[config.mk]
export PLATFORM = sky130hd
export DESIGN_NAME = sar_ctrl
export DESIGN_NICKNAME = d
export VERILOG_FILES = /design/src/rtl/sar_pkg.sv /design/src/rtl/sar_fsm.sv /design/src/rtl/sar_trial.sv /design/src/rtl/sar_hold.sv /design/src/rtl/sar_ctrl.sv
export SDC_FILE = /design/constraint.sdc
export NUM_CORES = 1
export LEC_CHECK = 0
export BUFFER_PORTS_ARGS = -buffer_cell sky130_fd_sc_hd__buf_4
export CAP_MARGIN = 20
export CORE_MARGIN = 2
export CORE_UTILIZATION = 45
export DETAILED_ROUTE_END_ITERATION = 8
export GPL_TIMING_DRIVEN = 0
export PLACE_DENSITY = 0.67
export REMOVE_ABC_BUFFERS = 1
export SKIP_CTS_REPAIR_TIMING = 1
export SLEW_MARGIN = 10
export SYNTH_ARGS = -nofsm -noshare
export SYNTH_HDL_FRONTEND = slang
export SYNTH_SLANG_ARGS = --single-unit
[constraint.sdc]
create_clock -name clk -period 1.74 [get_ports clk]
set_input_delay 0 -clock clk [delete_from_list [all_inputs] [get_ports clk]]
set_output_delay 0 -clock clk [all_outputs]
set_load 0.05 [all_outputs]
[src/rtl/sar_pkg.sv]
// Package: shared types for the successive-approximation controller.
// Assumes: one-hot decoding of the state is not needed; a 2-bit code is enough.
package sar_pkg;

    // Phases of one conversion
    typedef enum logic [1:0] {
        PH_IDLE   = 2'd0,
        PH_SAMPLE = 2'd1,
        PH_TRIAL  = 2'd2
    } sar_phase_e;

endpackage

[src/rtl/sar_fsm.sv]
// Module: sar_fsm
// Sequences one conversion: idle -> sample strobe -> N bit trials -> idle.
// Assumes: `last_trial` is high during the trial cycle of the least
// significant bit. Starts are honoured in idle only.
module sar_fsm
    import sar_pkg::*;
(
    input  logic clk,
    input  logic rst_n,
    input  logic start,
    input  logic last_trial,
    output logic clear_o,
    output logic arm_o,
    output logic step_o,
    output logic finish_o,
    output logic sample_o,
    output logic busy_o,
    output logic done_o
);

    sar_phase_e phase_q;
    sar_phase_e phase_d;
    logic       done_q;

    // Next-phase decision
    always_comb begin
        phase_d = phase_q;
        case (phase_q)
            PH_IDLE:   if (start) phase_d = PH_SAMPLE;
            PH_SAMPLE: phase_d = PH_TRIAL;
            PH_TRIAL:  if (last_trial) phase_d = PH_IDLE;
            default:   phase_d = PH_IDLE;
        endcase
    end

    // Phase and done registers
    always_ff @(posedge clk) begin
        if (!rst_n) begin
            phase_q <= PH_IDLE;
            done_q  <= 1'b0;
        end else begin
            phase_q <= phase_d;
            done_q  <= finish_o;
        end
    end

    // Control strobes to the trial register
    always_comb begin
        clear_o  = (phase_q == PH_IDLE) && start;
        arm_o    = (phase_q == PH_SAMPLE);
        step_o   = (phase_q == PH_TRIAL);
        finish_o = (phase_q == PH_TRIAL) && last_trial;
    end

    // Status outputs
    assign sample_o = (phase_q == PH_SAMPLE);
    assign busy_o   = (phase_q != PH_IDLE);
    assign done_o   = done_q;

endmodule

[src/rtl/sar_trial.sv]
// Module: sar_trial
// Holds the decided bits and a one-hot mask that marks the bit under trial.
// Assumes: clear, arm and step are mutually exclusive, and step occurs only
// while the mask is non-zero.
module sar_trial #(
    parameter int N = 8
) (
    input  logic         clk,
    input  logic         rst_n,
    input  logic         clear,
    input  logic         arm,
    input  logic         step,
    input  logic         cmp,
    output logic [N-1:0] code_q,
    output logic [N-1:0] mask_q,
    output logic [N-1:0] final_code,
    output logic         last_trial
);

    localparam logic [N-1:0] TOP_BIT = {1'b1, {(N-1){1'b0}}};

    logic [N-1:0] code_d;
    logic [N-1:0] mask_d;

    // Per-bit decision: only the bit under trial takes the comparator value
    for (genvar i = 0; i < N; i++) begin : g_bit
        always_comb begin
            if (clear)
                code_d[i] = 1'b0;
            else if (step && mask_q[i])
                code_d[i] = cmp;
            else
                code_d[i] = code_q[i];
        end
    end

    // Trial mask walks from the top bit downward
    always_comb begin
        if (clear)
            mask_d = '0;
        else if (arm)
            mask_d = TOP_BIT;
        else if (step)
            mask_d = mask_q >> 1;
        else
            mask_d = mask_q;
    end

    // Code and mask registers
    always_ff @(posedge clk) begin
        if (!rst_n) begin
            code_q <= '0;
            mask_q <= '0;
        end else begin
            code_q <= code_d;
            mask_q <= mask_d;
        end
    end

    // Code once the current trial is decided, and end-of-search flag
    assign final_code = code_q | (cmp ? mask_q : '0);
    assign last_trial = mask_q[0];

endmodule

[src/rtl/sar_hold.sv]
// Module: sar_hold
// Output register for the finished code; loads only on the finishing edge.
// Assumes: load is a single-cycle strobe.
module sar_hold #(
    parameter int N = 8
) (
    input  logic         clk,
    input  logic         rst_n,
    input  logic         load,
    input  logic [N-1:0] d,
    output logic [N-1:0] q
);

    // Hold register
    always_ff @(posedge clk) begin
        if (!rst_n)
            q <= '0;
        else if (load)
            q <= d;
    end

endmodule

[src/rtl/sar_ctrl.sv]
// Module: sar_ctrl (top)
// Successive-approximation controller: one sample strobe, then N trials, MSB
// first, then a result with a done pulse.
// Assumes: the external DAC and comparator settle within one clock, and cmp
// is synchronous to clk.
module sar_ctrl #(
    parameter int N = 8
) (
    input  logic         clk,
    input  logic         rst_n,
    input  logic         start,
    input  logic         cmp,
    output logic [N-1:0] dac_code,
    output logic         sample,
    output logic [N-1:0] result,
    output logic         busy,
    output logic         done
);

    logic         clear;
    logic         arm;
    logic         step;
    logic         finish;
    logic         last_trial;
    logic [N-1:0] code_q;
    logic [N-1:0] mask_q;
    logic [N-1:0] final_code;

    // Sequencer
    sar_fsm u_fsm (
        .clk        (clk),
        .rst_n      (rst_n),
        .start      (start),
        .last_trial (last_trial),
        .clear_o    (clear),
        .arm_o      (arm),
        .step_o     (step),
        .finish_o   (finish),
        .sample_o   (sample),
        .busy_o     (busy),
        .done_o     (done)
    );

    // Search register
    sar_trial #(.N(N)) u_trial (
        .clk        (clk),
        .rst_n      (rst_n),
        .clear      (clear),
        .arm        (arm),
        .step       (step),
        .cmp        (cmp),
        .code_q     (code_q),
        .mask_q     (mask_q),
        .final_code (final_code),
        .last_trial (last_trial)
    );

    // Result register
    sar_hold #(.N(N)) u_hold (
        .clk   (clk),
        .rst_n (rst_n),
        .load  (finish),
        .d     (final_code),
        .q     (result)
    );

    // Trial code: decided bits plus the bit under test
    assign dac_code = code_q | mask_q;

endmodule

-- Yosys cells after proc, flatten, opt, wreduce, memory -nomap -nowiden
Index checks and enable logic that the tools add are counted.
- add/sub/neg operators: 0
- $mul: 0
- div/mod/pow operators: 0
- $lt $le $gt $ge: 0
- equal/unequal tests: 4
- shifts and indexed selects: 0
- multiplexer cells: 6
- bitwise operators: 3
- reductions and logical operators: 15
- operators with widths (kind ; number):
    $mux 8 ; 3
    $or 8x8->8 ; 2
    $logic_and 1x1->1 ; 9
    $pmux 2 s3 ; 1
    $mux 2 ; 2
    $ne 2x2->1 const B ; 2
    $reduce_bool 2->1 ; 2
    $reduce_or 3->1 ; 1
    $eq 2x1->1 const B ; 1
    $eq 2x2->1 const B ; 1
    $logic_not 2->1 ; 1
    $reduce_and 2->1 ; 1
    $reduce_or 2->1 ; 1
    $not 1->1 ; 1
- bits in registers: 27
- bits in latches: 0
- bits in writable memories: 0
- ROM bits: 0
- logic and storage cells: 41
- memories: 0

-- Depth between registers and ports, before layout
Gate-level depths: netlist of run 1.
- depth after elaboration: 3
- depth in mapped cells: 7

-- Modules after synthesis
A second synthesis of run 1 with hierarchy kept.
- cell total of the unflattened synthesis: 120
- area total of the unflattened synthesis: 1203.7 um2
- by module, submodules not included (module ; times used ; cells an instance ; area each (um2) ; sequential area each (um2)):
    sar_trial ; 1 ; 74 ; 714.4 ; 320.3
    sar_hold ; 1 ; 25 ; 301.5 ; 160.2
    sar_fsm ; 1 ; 13 ; 137.6 ; 60.1
    sar_ctrl ; 1 ; 8 ; 50.0 ; 0.0

-- Worst setup path before layout of run 1
No wires, ideal clock.
- kind: register -> register
- start: register u_fsm.phase_q[0]
- end: register u_fsm.phase_q[0]
- setup time: 72 ps
- arrival: 1408 ps
- setup slack: 260 ps
- stages on the path, launching flop included: 6
- period minus slack after synthesis: 1480 ps
- path through: dfxtp_1 -> inv_1 -> ha_1 -> inv_1 -> a2bb2oi_1 -> mux2i_1
- cells in the longest elaborated chain, start to end: 3
- elaborated cells on any way between the ends: 7
- RTL lines (what ; line ; RTL):
    from (decl) ; sar_fsm.sv:21 ; sar_phase_e phase_q;
    from (signal assigned) ; sar_fsm.sv:42 ; phase_q <= phase_d;
    $eq 2x2->1 / $logic_not 2->1 (equally long branches) ; sar_fsm.sv:28 ; case (phase_q)
    $ne 2x2->1 (no source line) ; - ;
    $reduce_and 2->1 (no source line) ; - ;
Several ways; a longest one is shown, not always the timed one.
A chain may end at the register's enable or synchronous reset.

-- Final worst setup path of run 1
- start: register u_fsm.phase_q[1]
- end: register u_trial.mask_q[5]
- cells in the longest elaborated chain, start to end: 3
- elaborated cells on any way between the ends: 5
- RTL lines (what ; line ; RTL):
    $logic_not 2->1 ; sar_fsm.sv:49 ; clear_o = (phase_q == PH_IDLE) && start;
    $logic_and 1x1->1 ; sar_fsm.sv:49 ;
    $reduce_or 3->1 (no source line) ; - ;
    to (signal assigned) ; sar_trial.sv:56 ; mask_q <= mask_d;
    to (decl) ; sar_trial.sv:15 ; output logic [N-1:0] mask_q,
Several ways; a longest one is shown, not always the timed one.

==> results.toml, run 1 <==
[status]
status = "finished, final reports clean"

[sta]
worstMarginPinSlew_ns = 0.3479
final_max_slew_viol_count = 0
fmax_mhz = 648.6
hold_violations = 0
fin_crit_ns = 1.542
setup_viol = 0
relSlewSlack_pct = 76.81
finalCritPeriodShare_pct = 88.61
finClkSkew_ns = 0.01371
rsz0062_at_grt = "no"

[clock_network]
cts-buffers-inserted = 3
cts_tree = "done"
cts_sinks = 27
cts_max_level = 1
worst_skew_pair.late_latency_ns = 0.33
clk_pin_slew_ns = 0.14
ctsLongestPathBuffers = 2
root_buffer = "clkbuf_4"

[floorplan]
rows = 18
core_area_um2 = 2455
dieHeight_um = 54.77
die_w_um = 54.77
die_area_um2 = 3000
start_util_pct = 47.25
io_pins = 23

[cells_and_area]
drive_gt1_share_pct = 28.57
final_core_util_pct = 56.07
layout_commonest_cell = "dfxtp_1"
synthToLayoutAreaGrowth_pct = 18.66
final_cell_mix = "dfxtp_1, a21oi_1, buf_4, nand2_1, or2_2"
n_antenna_cell = 0
fin_nets = 163
finalNonFillerCells = 184
fillers = 241

[global_route]
grt_max_degree = 26
track_usage_pct = 16.50
grt_pass1_vias = 763
antenna_found_initial = 0
overflow = 0
grt_pass1_wl_um = 3525

[synth]
synthesis.area_um2 = 1160
synth_area_per_cell_um2 = 8.592
synth_edf_count = 0
ys_seq_area_share_pct = 46.60
synth.distinct_cells = 22
synthCells = 135
yosys_warnings = 0
async_reset_ff_share_pct = 0
synth_ff_type = "dfxtp_1"
ys_seq_elements = 27

[worst_hold_path]
hp-class = "in -> reg"

[setup_path]
required_ns = 2.00
worstPathArrival_ns = 1.80
crit_fanout = 10
start_kind = "flip-flop"
worstSetupPathType = "reg -> reg"
endpoint_kind = "flip-flop"

[detailed_routing]
detail-route-antenna-nets = 0
drc = 0
postRouteWirelength_um = 2229
drt-wirelength-per-cell_um = 12.11
dr.pass1.iters = 4
drtIter0Drc = 6
vias_per_cell = 4.984
vias = 917

[placement]
hpwlAfterDp_um = 1460
placedCellCount = 178
gp_congestion = 0.7244
port_buffers = 22

[power]
total_power_mw = 1.412
peakVddDrop_mv = 0.5673
leakage_nw = 0.5472
p_per_area_nw_per_um2 = 1026

[run]
drv_cap = 0
## final timing paths
kind,from,slack (ns),depth (start not counted),to
worst max-delay path,u_fsm.phase_q[1]$_SDFFE_PN0P_,0.20,5,u_trial.mask_q[5]$_SDFFE_PP0N_
worst min-delay path,start,0.12,3,u_fsm.phase_q[1]$_SDFFE_PN0P_
worst max register to register,u_fsm.phase_q[1]$_SDFFE_PN0P_,0.20,5,u_trial.mask_q[5]$_SDFFE_PP0N_
worst min register to register,u_trial.code_q[0]$_SDFFE_PP0P_,0.48,2,u_trial.code_q[0]$_SDFFE_PP0P_
## where the power goes
group | switching, mW | internal, mW | total [mW]
registers | 0.0234 | 0.642 | 0.666
logic | 0.304 | 0.164 | 0.468
clock network | 0.191 | 0.0878 | 0.278
## cell usage after synthesis (2+ instances only)
library cell / n / share of area, %
nor2_1: 2 / 0.65
mux2i_1: 3 / 2.6
dfxtp_1: 27 / 47
or2_2: 8 / 4.3
nand2_1: 21 / 6.8
inv_1: 4 / 1.3
a21oi_2: 7 / 5.3
o21ai_0: 7 / 3.0
buf_6: 2 / 1.9
nand2b_1: 7 / 3.8
nand3_1: 7 / 3.0
clkbuf_1: 4 / 1.3
buf_2: 3 / 1.3
a21oi_1: 22 / 9.5
ha_1: 4 / 4.3
## final cells by class
cell class / instances / area [um2] / share of cell area, %
clock inverter: 1 / 7.507 / 0.5455
sequential: 27 / 540.5 / 39.27
inverter: 4 / 15.01 / 1.091
multi-input combinational: 95 / 568.0 / 41.27
tap: 30 / 37.54 / 2.727
timing repair buffer: 24 / 185.2 / 13.45
clock buffer: 3 / 22.52 / 1.636
## registers in the layout, indices dropped and copies added, names as in the netlist
register / count
u_fsm.phase_q: 2
u_trial.code_q: 8
u_hold.q: 8
u_fsm.done_o: 1
u_trial.mask_q: 8
## worst max-delay path, stage by stage (launching register included)
cell	delay, ns
dfxtp_1	0.43
inv_1	0.10
ha_1	0.20
a21bo_1	0.30
or2_4	0.34
a21oi_2	0.12
## routing by layer
metal / global-route usage, % / part of all wire [%] / vias to the layer above
met3: 2.459 / 4.4 / 2
met1: 21.42 / 48 / 402
met4: 6.250 / 0.54 / 0
met2: 27.38 / 47 / 21
li1: - / - / 492
met5: 0 / 0 / -
## per-stage QoR
step / setup TNS [ns] / hold WS [ns] / worst slack (ns) / cell area (um2)
2_1_floorplan: 0 / 0.1360 / 0.05268 / 1107
3_3_place_gp: -3.268 / 0.3410 / -0.3776 / 1310
3_5_place_dp: -3.847 / 0.3462 / -0.4659 / 1310
4_1_cts: -4.155 / -0.02445 / -0.4982 / 1340
5_1_grt: 0 / 0.09653 / 0.1011 / 1376
6_report: 0 / 0.1202 / 0.1981 / 1376
## kinds of logic (layout without fill, tap and decap cells)
kind of cell	Yosys count	count (layout)	synth area share (%)
adder cells (fa/ha/maj)	4	4	4.315
flip-flops	27	27	46.60
AO/OA/AOI/OAI	38	38	19.42
AND/OR/NAND/NOR	50	50	21.25
multiplexers	3	3	2.589
buffers and inverters	13	32	5.824
Note: power is estimated with default switching activity, not from simulation.
==> inputs of run 2 (changes only) <==
--- a/config.mk
+++ b/config.mk
@@ -5,12 +5,15 @@
 export SDC_FILE = /design/constraint.sdc
 export NUM_CORES = 1
 export LEC_CHECK = 0
+export ABC_AREA = 1
 export BUFFER_PORTS_ARGS = -buffer_cell sky130_fd_sc_hd__buf_4
 export CAP_MARGIN = 20
 export CORE_MARGIN = 2
 export CORE_UTILIZATION = 45
+export CTS_CLUSTER_SIZE = 12
 export DETAILED_ROUTE_END_ITERATION = 8
 export GPL_TIMING_DRIVEN = 0
+export HOLD_SLACK_MARGIN = 0.1
 export PLACE_DENSITY = 0.67
 export REMOVE_ABC_BUFFERS = 1
 export SKIP_CTS_REPAIR_TIMING = 1
==> results.toml, run 2 <==
[status]
status = "finished, final reports clean"

[detailed_routing]
drc = 0
vias_per_cell = 4.759
vias = 1028
drt-wirelength-per-cell_um = 11.11
dr.pass1.iters = 4
drtIter0Drc = 10
postRouteWirelength_um = 2399
detail-route-antenna-nets = 0

[power]
p_per_area_nw_per_um2 = 1006
leakage_nw = 0.7194
power.switching_uw = 567.5
pwr-share-seq_pct = 46.0
total_power_mw = 1.460
swShare_pct = 38.87
p_clk_share_pct = 18.4
internal_power_uw = 892.5
peakVddDrop_mv = 0.7058
p_comb_share_pct = 35.6

[synth]
yosys_warnings = 0
synthCells = 162
synth_edf_count = 0
async_reset_ff_share_pct = 0
synth.distinct_cells = 20
yosys.cell_count.top_type = "nand2_1"
synthesis.area_um2 = 1230
ys_seq_area_share_pct = 43.95
ys_seq_elements = 27
synthTopCellsByCount = "nand2_1, dfxtp_1, inv_1"
yosys.area.top_type_share_pct = 43.95
synth_area_leaders = "dfxtp_1, nand2_1, a21oi_1"
synth_ff_type = "dfxtp_1"
synth_area_leader_cell = "dfxtp_1"
synth_area_per_cell_um2 = 7.592

[sta]
fin_crit_ns = 1.500
finClkSkew_ns = 0.008412
fmax_mhz = 666.6
final_max_slew_viol_count = 0
fin_tns_setup_ns = 0
relSlewSlack_pct = 83.43
hold_violations = 0
worst_slack_ns = 0.2399
rsz0062_at_grt = "no"
finalCritPeriodShare_pct = 86.21
worstMarginPinSlew_ns = 0.2483
setup_viol = 0
whs_ns = 0.4964

[cells_and_area]
final_area_um2 = 1451
largestRegisters = "u_hold.q x8, u_trial.code_q x8, u_trial.mask_q x8"
fin_nets = 195
synthToLayoutAreaGrowth_pct = 18.01
n_antenna_cell = 0
layout_commonest_cell = "nand2_1"
final_core_util_pct = 57.03
finalNonFillerCells = 216
final_cell_mix = "nand2_1, dfxtp_1, buf_4, inv_1, nor2_1"
drive_gt1_share_pct = 25.27

[placement]
placedCellCount = 209
placed_area_um2 = 1393
gp_congestion = 0.7421
port_buffers = 22
dpl_worst_slack_ns = 0.09253
hpwlAfterDp_um = 1698

[setup_path]
r2r_slack_ns = 0.24
crit_fanout = 13
r2r-start = "u_fsm.phase_q[0]$_SDFFE_PN0P_"
start_kind = "flip-flop"
worstSetupPathType = "reg -> reg"
required_ns = 2.00
ff2ff_path_depth = 6
worstPathArrival_ns = 1.76
r2r-end = "u_hold.q[7]$_SDFFE_PN0P_"
endpoint_kind = "flip-flop"
crit_start = "u_fsm.phase_q[0]$_SDFFE_PN0P_"

[floorplan]
die_area_um2 = 3167
core_area_um2 = 2545
io_pins = 23
dieHeight_um = 56.28
rows = 18
die_w_um = 56.28
start_util_pct = 48.33

[run]
drv_cap = 0

[worst_hold_path]
hp-class = "reg -> reg"
hold_end = "u_trial.code_q[2]$_SDFFE_PP0P_"
hold_path_depth = 2
hp-start = "u_trial.code_q[2]$_SDFFE_PP0P_"

[clock_network]
worst_skew_pair.late_latency_ns = 0.32
root_buffer = "clkbuf_4"
clk_pin_slew_ns = 0.14
cts_max_level = 1
cts_tree = "done"
cts-buffers-inserted = 3
ctsLongestPathBuffers = 2
cts_sinks = 27

[global_route]
overflow = 0
grt_pass1_vias = 929
track_usage_pct = 16.59
grt_pass1_wl_um = 4160
grt_max_degree = 17
antenna_found_initial = 0
run 2: cell count changes after synthesis, sizes merged, moves of 3 or more:
cell / before / now
nand2: 21 / 44
a21oi: 29 / 19
nor3b: 1 / 5
clkbuf: 4 / 1
nand2b: 7 / 0
inv: 4 / 21
mux2i: 3 / 0
nor2: 2 / 18
nand3: 7 / 2
run 2: cell type report:
cell class	instances	area, um2
Tap cell	30	37.54
Clock buffer	4	26.28
Inverter	21	78.83
Fill cell	266	1094
Multi-Input combinational cell	109	573.1
Timing Repair Buffer	25	195.2
Sequential cell	27	540.5
run 2: power by group through the flow:
| stage | logic [mW] | registers [mW] | clock network, mW |
|---|---|---|---|
| 2_1_floorplan | 0.386 | 0.677 | 0 |
| 3_3_place_gp | 0.503 | 0.681 | 0 |
| 3_5_place_dp | 0.514 | 0.682 | 0 |
| 4_1_cts | 0.515 | 0.669 | 0.278 |
| 5_1_grt | 0.582 | 0.677 | 0.302 |
| 6_report | 0.520 | 0.671 | 0.269 |
run 2: kinds of logic (layout without fill, tap and decap cells):
| kind of cell | Yosys count | after routing | synth area share, % |
|---|---|---|---|
| compound gates | 27 | 27 | 12.21 |
| simple gates | 78 | 78 | 30.11 |
| fa+ha+maj | 4 | 4 | 4.069 |
| buf+inv | 26 | 50 | 9.664 |
| flops | 27 | 27 | 43.95 |
run 2: routing by layer:
| layer | wire [um] | vias up | global-route usage [%] |
|---|---|---|---|
| li1 | - | 549 | - |
| met1 | 1202 | 458 | 21.58 |
| met2 | 1083 | 19 | 27.90 |
| met3 | 97 | 2 | 5.069 |
| met4 | 15 | 0 | 2.041 |
| met5 | 0 | - | 0 |
run 2: critical path, stage by stage, from the launching register on:
cell and delay, ns:
dfxtp_1 0.35, inv_1 0.10, ha_2 0.34, nand2_4 0.18
inv_1 0.25, o21ai_0 0.11, nor2_1 0.11
run 2: how the worst max path moves through the flow:
stage / to / cells past startpoint
detailed placement: u_hold.q[7]$_SDFFE_PN0P_ / 6
floorplan: u_trial.mask_q[0]$_SDFFE_PP0N_ / 5
global placement: u_hold.q[7]$_SDFFE_PN0P_ / 6
CTS: u_hold.q[7]$_SDFFE_PN0P_ / 6
global route: u_hold.q[4]$_SDFFE_PN0P_ / 6
finish: u_hold.q[7]$_SDFFE_PN0P_ / 6
